[src/rtl/vec_addr_gen.sv]
module vec_addr_gen #(
  parameter int AW    = 32,
  parameter int MAXVL = 64,
  parameter int NBANK = 8,
  parameter int BUSY  = 2,
  localparam int CW = $clog2(MAXVL + 1),
  localparam int EW = $clog2(MAXVL),
  localparam int BB = $clog2(NBANK)
) (
  input  logic             clk,
  input  logic             rst_n,
  input  logic             start,
  input  logic [1:0]       mode,
  input  logic [AW-1:0]    base,
  input  logic [AW-1:0]    stride,
  input  logic [CW-1:0]    vlen,
  input  logic [1:0]       esize,
  input  logic [MAXVL-1:0] mask,
  input  logic             idx_valid,
  input  logic [AW-1:0]    idx_off,
  output logic             idx_ready,
  output logic             busy,
  output logic             out_valid,
  output logic [AW-1:0]    out_addr,
  output logic [EW-1:0]    out_elem,
  output logic             out_en,
  output logic [BB-1:0]    out_bank,
  output logic             conflict,
  output logic             done
);

  logic             run, lastq;
  logic [1:0]       md, es;
  logic [AW-1:0]    basq, cur, stp;
  logic [CW-1:0]    cnt, len;
  logic [MAXVL-1:0] msk;
  logic [BUSY-1:0]  hv;
  logic [BB-1:0]    hb [BUSY];

  logic             idx_m, en, want, hit, issue, last;
  logic [AW-1:0]    cand;
  logic [BB-1:0]    cbank;
  logic [BUSY-1:0]  match;
  logic [CW-1:0]    vclamp;

  assign idx_m  = (md == 2'd2);
  assign cand   = idx_m ? basq + idx_off : cur;
  assign cbank  = BB'(cand >> es);
  assign en     = msk[cnt[EW-1:0]];
  assign want   = !idx_m || idx_valid;

  for (genvar g = 0; g < BUSY; g++) begin : g_hist
    assign match[g] = hv[g] && (hb[g] == cbank);
  end

  assign hit       = en && (|match);
  assign issue     = run && want && !hit;
  assign last      = (cnt == len - 1'b1);
  assign idx_ready = run && idx_m && !hit;
  assign busy      = run || lastq;
  assign vclamp    = (vlen > CW'(MAXVL)) ? CW'(MAXVL) : vlen;

  always_ff @(posedge clk) begin
    if (!rst_n) begin
      run <= 1'b0; lastq <= 1'b0; md <= '0; es <= '0;
      basq <= '0; cur <= '0; stp <= '0; cnt <= '0; len <= '0; msk <= '0;
      hv <= '0;
      for (int i = 0; i < BUSY; i++) hb[i] <= '0;
      out_valid <= 1'b0; out_addr <= '0; out_elem <= '0; out_en <= 1'b0;
      out_bank <= '0; conflict <= 1'b0; done <= 1'b0;
    end else begin
      out_valid <= issue;
      conflict  <= run && want && hit;
      done      <= lastq;
      lastq     <= 1'b0;
      for (int i = BUSY - 1; i > 0; i--) begin
        hb[i] <= hb[i-1];
        hv[i] <= hv[i-1];
      end
      hb[0] <= cbank;
      hv[0] <= issue && en;
      if (issue) begin
        out_addr <= cand;
        out_elem <= cnt[EW-1:0];
        out_en   <= en;
        out_bank <= cbank;
        cnt      <= cnt + 1'b1;
        cur      <= cur + stp;
        if (last) begin
          run   <= 1'b0;
          lastq <= 1'b1;
        end
      end
      if (start && !busy) begin
        md   <= mode;
        es   <= esize;
        basq <= base;
        cur  <= base;
        stp  <= (mode == 2'd1) ? stride : (AW'(1) << esize);
        len  <= vclamp;
        msk  <= mask;
        cnt  <= '0;
        hv   <= '0;
        if (vclamp == '0) lastq <= 1'b1;
        else run <= 1'b1;
      end
    end
  end

  p_elem_step_r1: assert property (@(posedge clk) disable iff (!rst_n)
    out_valid |=> (!out_valid || out_elem == EW'($past(out_elem) + 1'b1)));

  p_elem_range_r5: assert property (@(posedge clk) disable iff (!rst_n)
    out_valid |-> (CW'(out_elem) < len));

  p_idx_take_r4: assert property (@(posedge clk) disable iff (!rst_n)
    (idx_ready && idx_valid) |=> out_valid);

  p_stall_holds_r8: assert property (@(posedge clk) disable iff (!rst_n)
    conflict |-> !out_valid);

  p_done_pulse_r9: assert property (@(posedge clk) disable iff (!rst_n)
    done |=> !done);

  p_done_quiet_r9: assert property (@(posedge clk) disable iff (!rst_n)
    done |-> (!out_valid && !run));

endmodule

[config.mk]
export PLATFORM = sky130hd
export DESIGN_NAME = vec_addr_gen
export DESIGN_NICKNAME = d
export VERILOG_FILES = /design/src/rtl/vec_addr_gen.sv
export SDC_FILE = /design/constraint.sdc
export NUM_CORES = 1
export LEC_CHECK = 0
export CORE_ASPECT_RATIO = 1.2
export CORE_MARGIN = 4
export CORE_UTILIZATION = 40
export CTS_CLUSTER_DIAMETER = 100
export DETAILED_ROUTE_END_ITERATION = 10
export PLACE_DENSITY = 0.59
export SLEW_MARGIN = 20
export SYNTH_ARGS = -nofsm -noshare
export SYNTH_HDL_FRONTEND = slang
export SYNTH_SLANG_ARGS = --single-unit
[constraint.sdc]
create_clock -name clk -period 5.65 [get_ports clk]
set_clock_uncertainty 0.2 [all_clocks]
set_input_delay 1.13 -clock clk [delete_from_list [all_inputs] [get_ports clk]]
set_output_delay 1.13 -clock clk [all_outputs]
set_load 0.01 [all_outputs]
==> qor.txt, run 1 <==
Clk network pwr share - 0.381
Mapped Cells - 1525
Inserted Clock Buffers - 26
yosys warns - 0
Synth Cell Area - 12800 sq um
sequential fraction of the synthesis area - 0.363
Cell Rows - 71
Critical Path Start Type - input pin
vias in the first global route - 11540
gr usage total - 0.219
post-route ant nets - 0
setup_tns - 0 ps
maximum VDD drop - 0.000214 V
Tmin final - 5480 ps
Sw Share - 0.276
Post-Layout Inst Area - 16500 sq um
sequential fraction of design power - 0.408
antenna cell count - 0
worst hold stages - 2
Hold Path End - msk[22]
Total Wirelength - 39700 um
Buf/Inv on CP - 4
number of synthesized register bits - 233
CP required - 4320 ps
Final Setup Violations - 0
Leak - 6.40 nW
Chip Height - 204 um
Max Freq - 182 MHz
pwr dens - 272 nW/um^2
first-pass GRT wire length - 62500 um
CP Class - in -> out
commonest cells after routing, fill and taps aside - nand2_1, dfxtp_1, clkdlybuf4s50_1
clk_lat worst skew - 530 ps
Clock Tree Buf Depth - 3
HPWL after DPL - 28600 um
max-cap check violation count - 0
Slew Limit Headroom - 0.368
P_sw - 1.23 mW
DRC viols - 0
Root Buffer - clkbuf_16
final-report hold violation count - 0
wire per inst - 18.5 um
unique cell type count in the Yosys netlist - 79
total number of vias - 11749
min-delay worst type - reg -> reg
Reg clk slew, reported paths - 50 ps
worst path cell trace - clkdlybuf4s50_1 -> ha_1 -> inv_1 -> fa_1 -> nor2b_2 -> buf_4 -> nor4_4 -> or4_4 -> a211oi_4 -> o32ai_4 -> o22ai_2 -> nand2_1 -> and3_1 -> clkbuf_2
I/O Buffers - 221
Top delay family on crit path - simple AND/OR/NAND/NOR gates
core area - 31500 sq um
worst r2r src - md[0]
reg2reg path depth - 14
crit path capture type - output pin
WHS - 252 ps
ys async rst share - 0
Post-CTS Hold Fix Bufs - 0
Via density - 5.48
critical-path maximum fanout - 4
syn_area_per_cell - 8.43 sq um
Hold Crit Start - msk[22]
Comb pwr share - 0.211
Power Internal - 3.24 mW
worst-margin pin slew - 949 ps
CTS tree - done
Syn-to-layout area delta - 28.1%
I/O pin count - 222
prevailing post-synth register cell - dfxtp_1
number of antenna violations at the first check in global routing - 0
Final GP Congestion - 0.893
CTS Sinks - 233
Die Wd - 172 um
RSZ-0062 raised after global routing - no
run status - completed
Final Max Tran Viols - 0
GR Overflow Total - 0
die area - 35100 sq um
H-Tree Depth - 1
largest net degree at the start of global routing - 87
Post-DP Area - 15600 sq um
share of layout cells above drive strength 1 - 0.0860
Post-synth EDFFs - 0
syn nets - 1766
drt first pass iters - 5
Slowest Stage Delay on Critical Path - 530 ps
DR iter-0 viols - 732
WP data arrival - 4150 ps
reg2reg setup slack - 1370 ps
commonest non-fill, non-tap cell in the layout - nand2_1
Initial Util - 0.407
Slowest-stage cell, CP - or4_4
period utilisation layout - 0.971
Reg2Reg Capture Point - run
Total Nets Final - 1970
==> worst reg2reg max path, stage by stage (launching register included) <==
cell      delay [ps]
dfxtp_1          500
and2b_1          460
o2111a_1         290
buf_4            150
or4_4            540
and4_1           240
o32ai_4          240
o22ai_2          150
buf_4            160
buf_4            140
a21oi_4          200
buf_12           380
nand4_1          240
a21oi_1          200
nor2_1            50
==> sequential cells by signal (all words and copies together) (netlist names), 3 cells and up <==
signal	cells
basq	32
cnt	7
cur	32
hb	6
len	7
msk	64
out_addr	32
out_bank	3
out_elem	6
stp	32
==> synth_stat cells, types with 5 or more instances <==
cell type    n  area, sq um
nor3_1      16         80.1
nor2b_1     13         81.3
nand3_1     16         80.1
dfxtp_1    233         4660
o211ai_1     7         52.6
o221ai_1     6         52.6
buf_1        5         18.8
mux4_2      23          518
nand4_1      9         56.3
and2_1       8         50.1
clkbuf_1    77          289
buf_6        5         56.3
a31oi_1     16          100
or3_1        6         37.5
buf_4        6         45.0
a22o_1      28          245
nand3b_1     9         67.6
a211oi_1    17          128
a311oi_1     7         61.3
xnor2_1     49          429
xor2_1      25          219
o21a_1       8         60.1
nand2b_1    11         68.8
nor2_1      88          330
inv_1       29          109
o21ai_0     74          370
a311oi_2     9          135
ha_1        64          801
nand2_1    298         1120
a21oi_1    195          976
o21bai_1    10         75.1
and3_1       9         56.3
a211oi_2     6         75.1
a21o_1      20          150
mux2i_1     38          380
==> metal layers <==
metal	share of wire	up-vias	track usage	routed length, um
met5	0	-	0	0
met4	0.021	0	0.0509	818
met3	0.060	53	0.0404	2390
met2	0.48	312	0.372	18900
met1	0.44	5514	0.290	17600
li1	-	5870	-	-
==> worst max path at each step <==
stage | startpoint | to | slack (ps) | depth (start not counted)
after global placement | idx_off[0] | idx_ready | -280 | 14
after detailed placement | idx_off[0] | idx_ready | -310 | 14
after CTS | idx_off[0] | idx_ready | 4 | 14
final | idx_off[0] | idx_ready | 170 | 14
after global routing | idx_off[0] | idx_ready | 2 | 14
after floorplan | idx_off[0] | idx_ready | 600 | 11
==> logic make-up after synthesis <==
| logic type | after synthesis | synth area share |
|---|---|---|
| muxes | 66 | 0.0745 |
| and+or+nand+nor | 506 | 0.173 |
| DFF | 233 | 0.363 |
| adders and majority gates | 66 | 0.0654 |
| xor gates and xnor gates | 76 | 0.0539 |
| AOI/OAI and AO/OA | 452 | 0.228 |
| buffers and inverters | 126 | 0.0419 |
==> cell type report <==
class / instances / area [sq um]
Clock buffer: 40 / 785
Clock inverter: 3 / 67.6
Fill cell: 3025 / 15100
Sequential cell: 233 / 4660
Tap cell: 401 / 502
Inverter: 29 / 111
Timing Repair Buffer: 273 / 2630
Multi-Input combinational cell: 1166 / 7690
==> repair_timing <==
item	4_1_cts	5_1_grt
endpoints found under the hold margin	0	0
resized for setup	2	6
setup buffers	0	1
pin swaps	0	2
setup endpoints to repair	1	1
==> power by group through the flow <==
stage                     clock (mW)  sequential, mW  combinational (mW)
after CTS                       1.76            1.82               0.942
final                           1.70            1.82               0.943
after detailed placement           0            1.86               0.936
after global routing            1.81            1.84                1.04
after global placement             0            1.86               0.932
after floorplan                    0            1.84               0.577
==> per-stage QoR <==
stage	cells	utilization	setup WS [ps]	power, mW
6_report	2145	0.522	165	4.47
5_1_grt	2145	0.522	2.03	4.68
4_1_cts	2144	0.521	4.01	4.52
3_5_place_dp	2101	0.494	-309	2.80
3_3_place_gp	2101	0.494	-283	2.79
2_1_floorplan	1525	-	597	2.42
Note: power is estimated with default switching activity, not from simulation.
==> inputs of run 2 (changes only) <==
--- a/config.mk
+++ b/config.mk
@@ -5,11 +5,11 @@
 export SDC_FILE = /design/constraint.sdc
 export NUM_CORES = 1
 export LEC_CHECK = 0
-export CORE_ASPECT_RATIO = 1.2
-export CORE_MARGIN = 4
+export CORE_MARGIN = 8
 export CORE_UTILIZATION = 40
 export CTS_CLUSTER_DIAMETER = 100
 export DETAILED_ROUTE_END_ITERATION = 10
+export GPL_ROUTABILITY_DRIVEN = 0
 export PLACE_DENSITY = 0.59
 export SLEW_MARGIN = 20
 export SYNTH_ARGS = -nofsm -noshare
==> run 2 against run 1 <==
  * Wire length decreased by 1.0%
  * Final cell count is 0.19% lower
  * Sequential power is essentially flat
  * Hold slack hardly changed
  * Utilization increased by 0.068 points
  * Combinational power decreased by 1%
  * Critical path type unchanged
  * Highest routed layer unchanged
==> qor.txt, run 2 (same netlist as run 1, synthesis figures left out) <==
Reg clk slew, reported paths - 60 ps (about the same)
Total Wirelength - 39300 um (-1.0%)
Post-DP Area - 15500 sq um (-0.54%)
top routing layer used - met4
Slowest Stage Delay on Critical Path - 550 ps (+20 ps)
non-filler instance count after layout - 2141 (-0.19%)
sequential fraction of design power - 0.393 (-0.015)
wire per inst - 18.3 um (-0.85%)
Buf/Inv on CP - 4 (unchanged)
final-report hold violation count - 0 (unchanged)
reg2reg setup slack - 1610 ps (+240 ps)
RSZ-0062 raised after global routing - no
Post-CTS Hold Fix Bufs - 0 (unchanged)
CP startpoint - idx_off[1]
period utilisation layout - 0.959 (-0.0122)
CP Depth - 12 (-2)
Total Power - 4.65 mW (+4.0%)
Tmin final - 5420 ps (-68.7 ps)
I/O pin count - 222 (unchanged)
critical-path maximum fanout - 3 (-1)
vias in the first global route - 11590 (+0.43%)
drt first pass iters - 5 (unchanged)
area of the multi-input gates - 7710 sq um (+0.18%)
WP data arrival - 4090 ps (-60 ps)
largest net degree at the start of global routing - 90 (+3.4%)
Reg2Reg Capture Point - run
worst-margin pin slew - 957 ps (+7.95 ps)
Clock Tree Buf Depth - 3 (unchanged)
worst setup path end - idx_ready
maximum VDD drop - 0.000206 V (-4.0%)
Die Wd - 195 um (+14%)
crit path capture type - output pin
GR Overflow Total - 0 (unchanged)
worst slack, placed - -304 ps (+5.59 ps)
I/O Buffers - 221 (unchanged)
CP required - 4320 ps (about the same)
setup_tns - 0 ps (unchanged)
Via density - 5.43 (-0.81%)
die area - 38100 sq um (+8.7%)
Slew Limit Headroom - 0.362 (-0.00530)
Clk network pwr share - 0.407 (+0.026)
Final Max Tran Viols - 0 (unchanged)
Hold Crit Start - msk[18]
total number of vias - 11632 (-1.0%)
Leak - 6.43 nW (+0.54%)
Chip Height - 195 um (-4.5%)
CTS Sinks - 233 (unchanged)
Sw Share - 0.274 (-0.00189)
Total Nets Final - 1961 (-0.46%)
Power Internal - 3.37 mW (+4.3%)
gr usage total - 0.200 (-0.0196)
Critical Path Start Type - input pin
Top delay family on crit path - buffers and inverters
fill count - 2972 (-1.8%)
core area - 31600 sq um (+0.32%)
Inserted Clock Buffers - 27 (+3.8%)
CP Class - in -> out
Initial Util - 0.406 (-0.00129)
Top reg by flops - msk
placed cell count - 2088 (-0.62%)
H-Tree Depth - 1 (unchanged)
Comb pwr share - 0.200 (-0.011)
Post-Layout Inst Area - 16500 sq um (+0.45%)
Most common cell on crit path - inv_1
Final Setup Violations - 0 (unchanged)
commonest cells after routing, fill and taps aside - nand2_1, dfxtp_1, clkdlybuf4s50_1
final setup margin - 234 ps (+68.7 ps)
worst path cell trace - clkdlybuf4s50_1 -> inv_1 -> fa_2 -> inv_1 -> mux4_2 -> xnor2_2 -> o221ai_1 -> a211o_1 -> o22ai_4 -> nand2_1 -> and3_1 -> clkbuf_2
Root Buffer - clkbuf_16
DRC viols - 0 (unchanged)
CTS tree - done
post-route ant nets - 0 (unchanged)
worst r2r src - basq[0]
max-cap check violation count - 0 (unchanged)
Slowest-stage cell, CP - clkdlybuf4s50_1
share of layout cells above drive strength 1 - 0.0886 (+0.00255)
metal2 WL - 18500 um (-2.2%)
min-delay worst type - reg -> reg
WL met1 - 18100 um (+3.0%)
first-pass GRT wire length - 62900 um (+0.64%)
run status - completed
WHS - 252 ps (-0.0980 ps)
DR iter-0 viols - 679 (-7.2%)
antenna cell count - 0 (unchanged)
FF+latch area - 4660 sq um (unchanged)
Cell Rows - 65 (-8.5%)
commonest non-fill, non-tap cell in the layout - nand2_1
number of flip-flops in the largest register - 64 (unchanged)
pwr dens - 281 nW/um^2 (+3.6%)
clk_lat worst skew - 540 ps (about the same)
P_sw - 1.27 mW (+3.3%)
Max Freq - 185 MHz (+1.3%)
reg2reg path depth - 16 (+2)
HPWL after DPL - 28300 um (-1.1%)
number of antenna violations at the first check in global routing - 0 (unchanged)
Syn-to-layout area delta - 28.6%
routed length on met3 - 2130 um (-11%)
Final Util - 0.522 (+0.000682)
[run 2: cell count changes in the layout (fill, tap and decap cells not counted), moves of 2 or more]
cell / delta
clkinv_2: +6
buf_4: -12
buf_12: +2
clkbuf_8: -4
xnor2_2: +2
xnor2_1: -2
clkbuf_1: -4
clkinv_4: +2
bufinv_16: +4
[run 2: cell type report]
cell class	instances	share of cell area
clock buffers	32	0.0432
repair buffers	263	0.156
well taps	402	0.0304
flip-flops and latches	233	0.282
inverters	29	0.00674
multi-input cells	1166	0.466
clock inverters	16	0.0148
[run 2: power groups by stage]
| stage | registers [mW] | logic (mW) | clock network, mW |
|---|---|---|---|
| after global placement | 1.86 | 0.913 | 0 |
| final | 1.83 | 0.931 | 1.89 |
| after CTS | 1.83 | 0.928 | 1.94 |
| after floorplan | 1.84 | 0.577 | 0 |
| after detailed placement | 1.86 | 0.920 | 0 |
| after global routing | 1.84 | 1.02 | 2.02 |
[run 2: worst min path at each step]
| stage | endpoint | slack (ps) | cells past startpoint |
|---|---|---|---|
| after global placement | msk[39] | 240 | 2 |
| final | msk[18] | 250 | 2 |
| after detailed placement | msk[5] | 250 | 2 |
| after floorplan | done | 230 | 1 |
| after global routing | msk[17] | 270 | 2 |
| after CTS | msk[7] | 250 | 2 |
[run 2: repair_timing]
action                     in CTS  in global routing
gates resized for setup         7                  8
setup endpoints to repair       1                  1
pin swaps                       7                  7
buffers inserted                3                  2
[run 2: per-layer routing]
metal,vias up,global-route usage
met1,5486,0.265
met3,39,0.0365
met5,-,0
met4,0,0.0393
li1,5841,-
met2,266,0.335
[run 2: worst min-delay path: cells and delay by family, from the launching register on]
family	cells	cell delay, ps
flip-flops	1	300
AO/OA/AOI/OAI	1	50
AND/OR/NAND/NOR	1	50
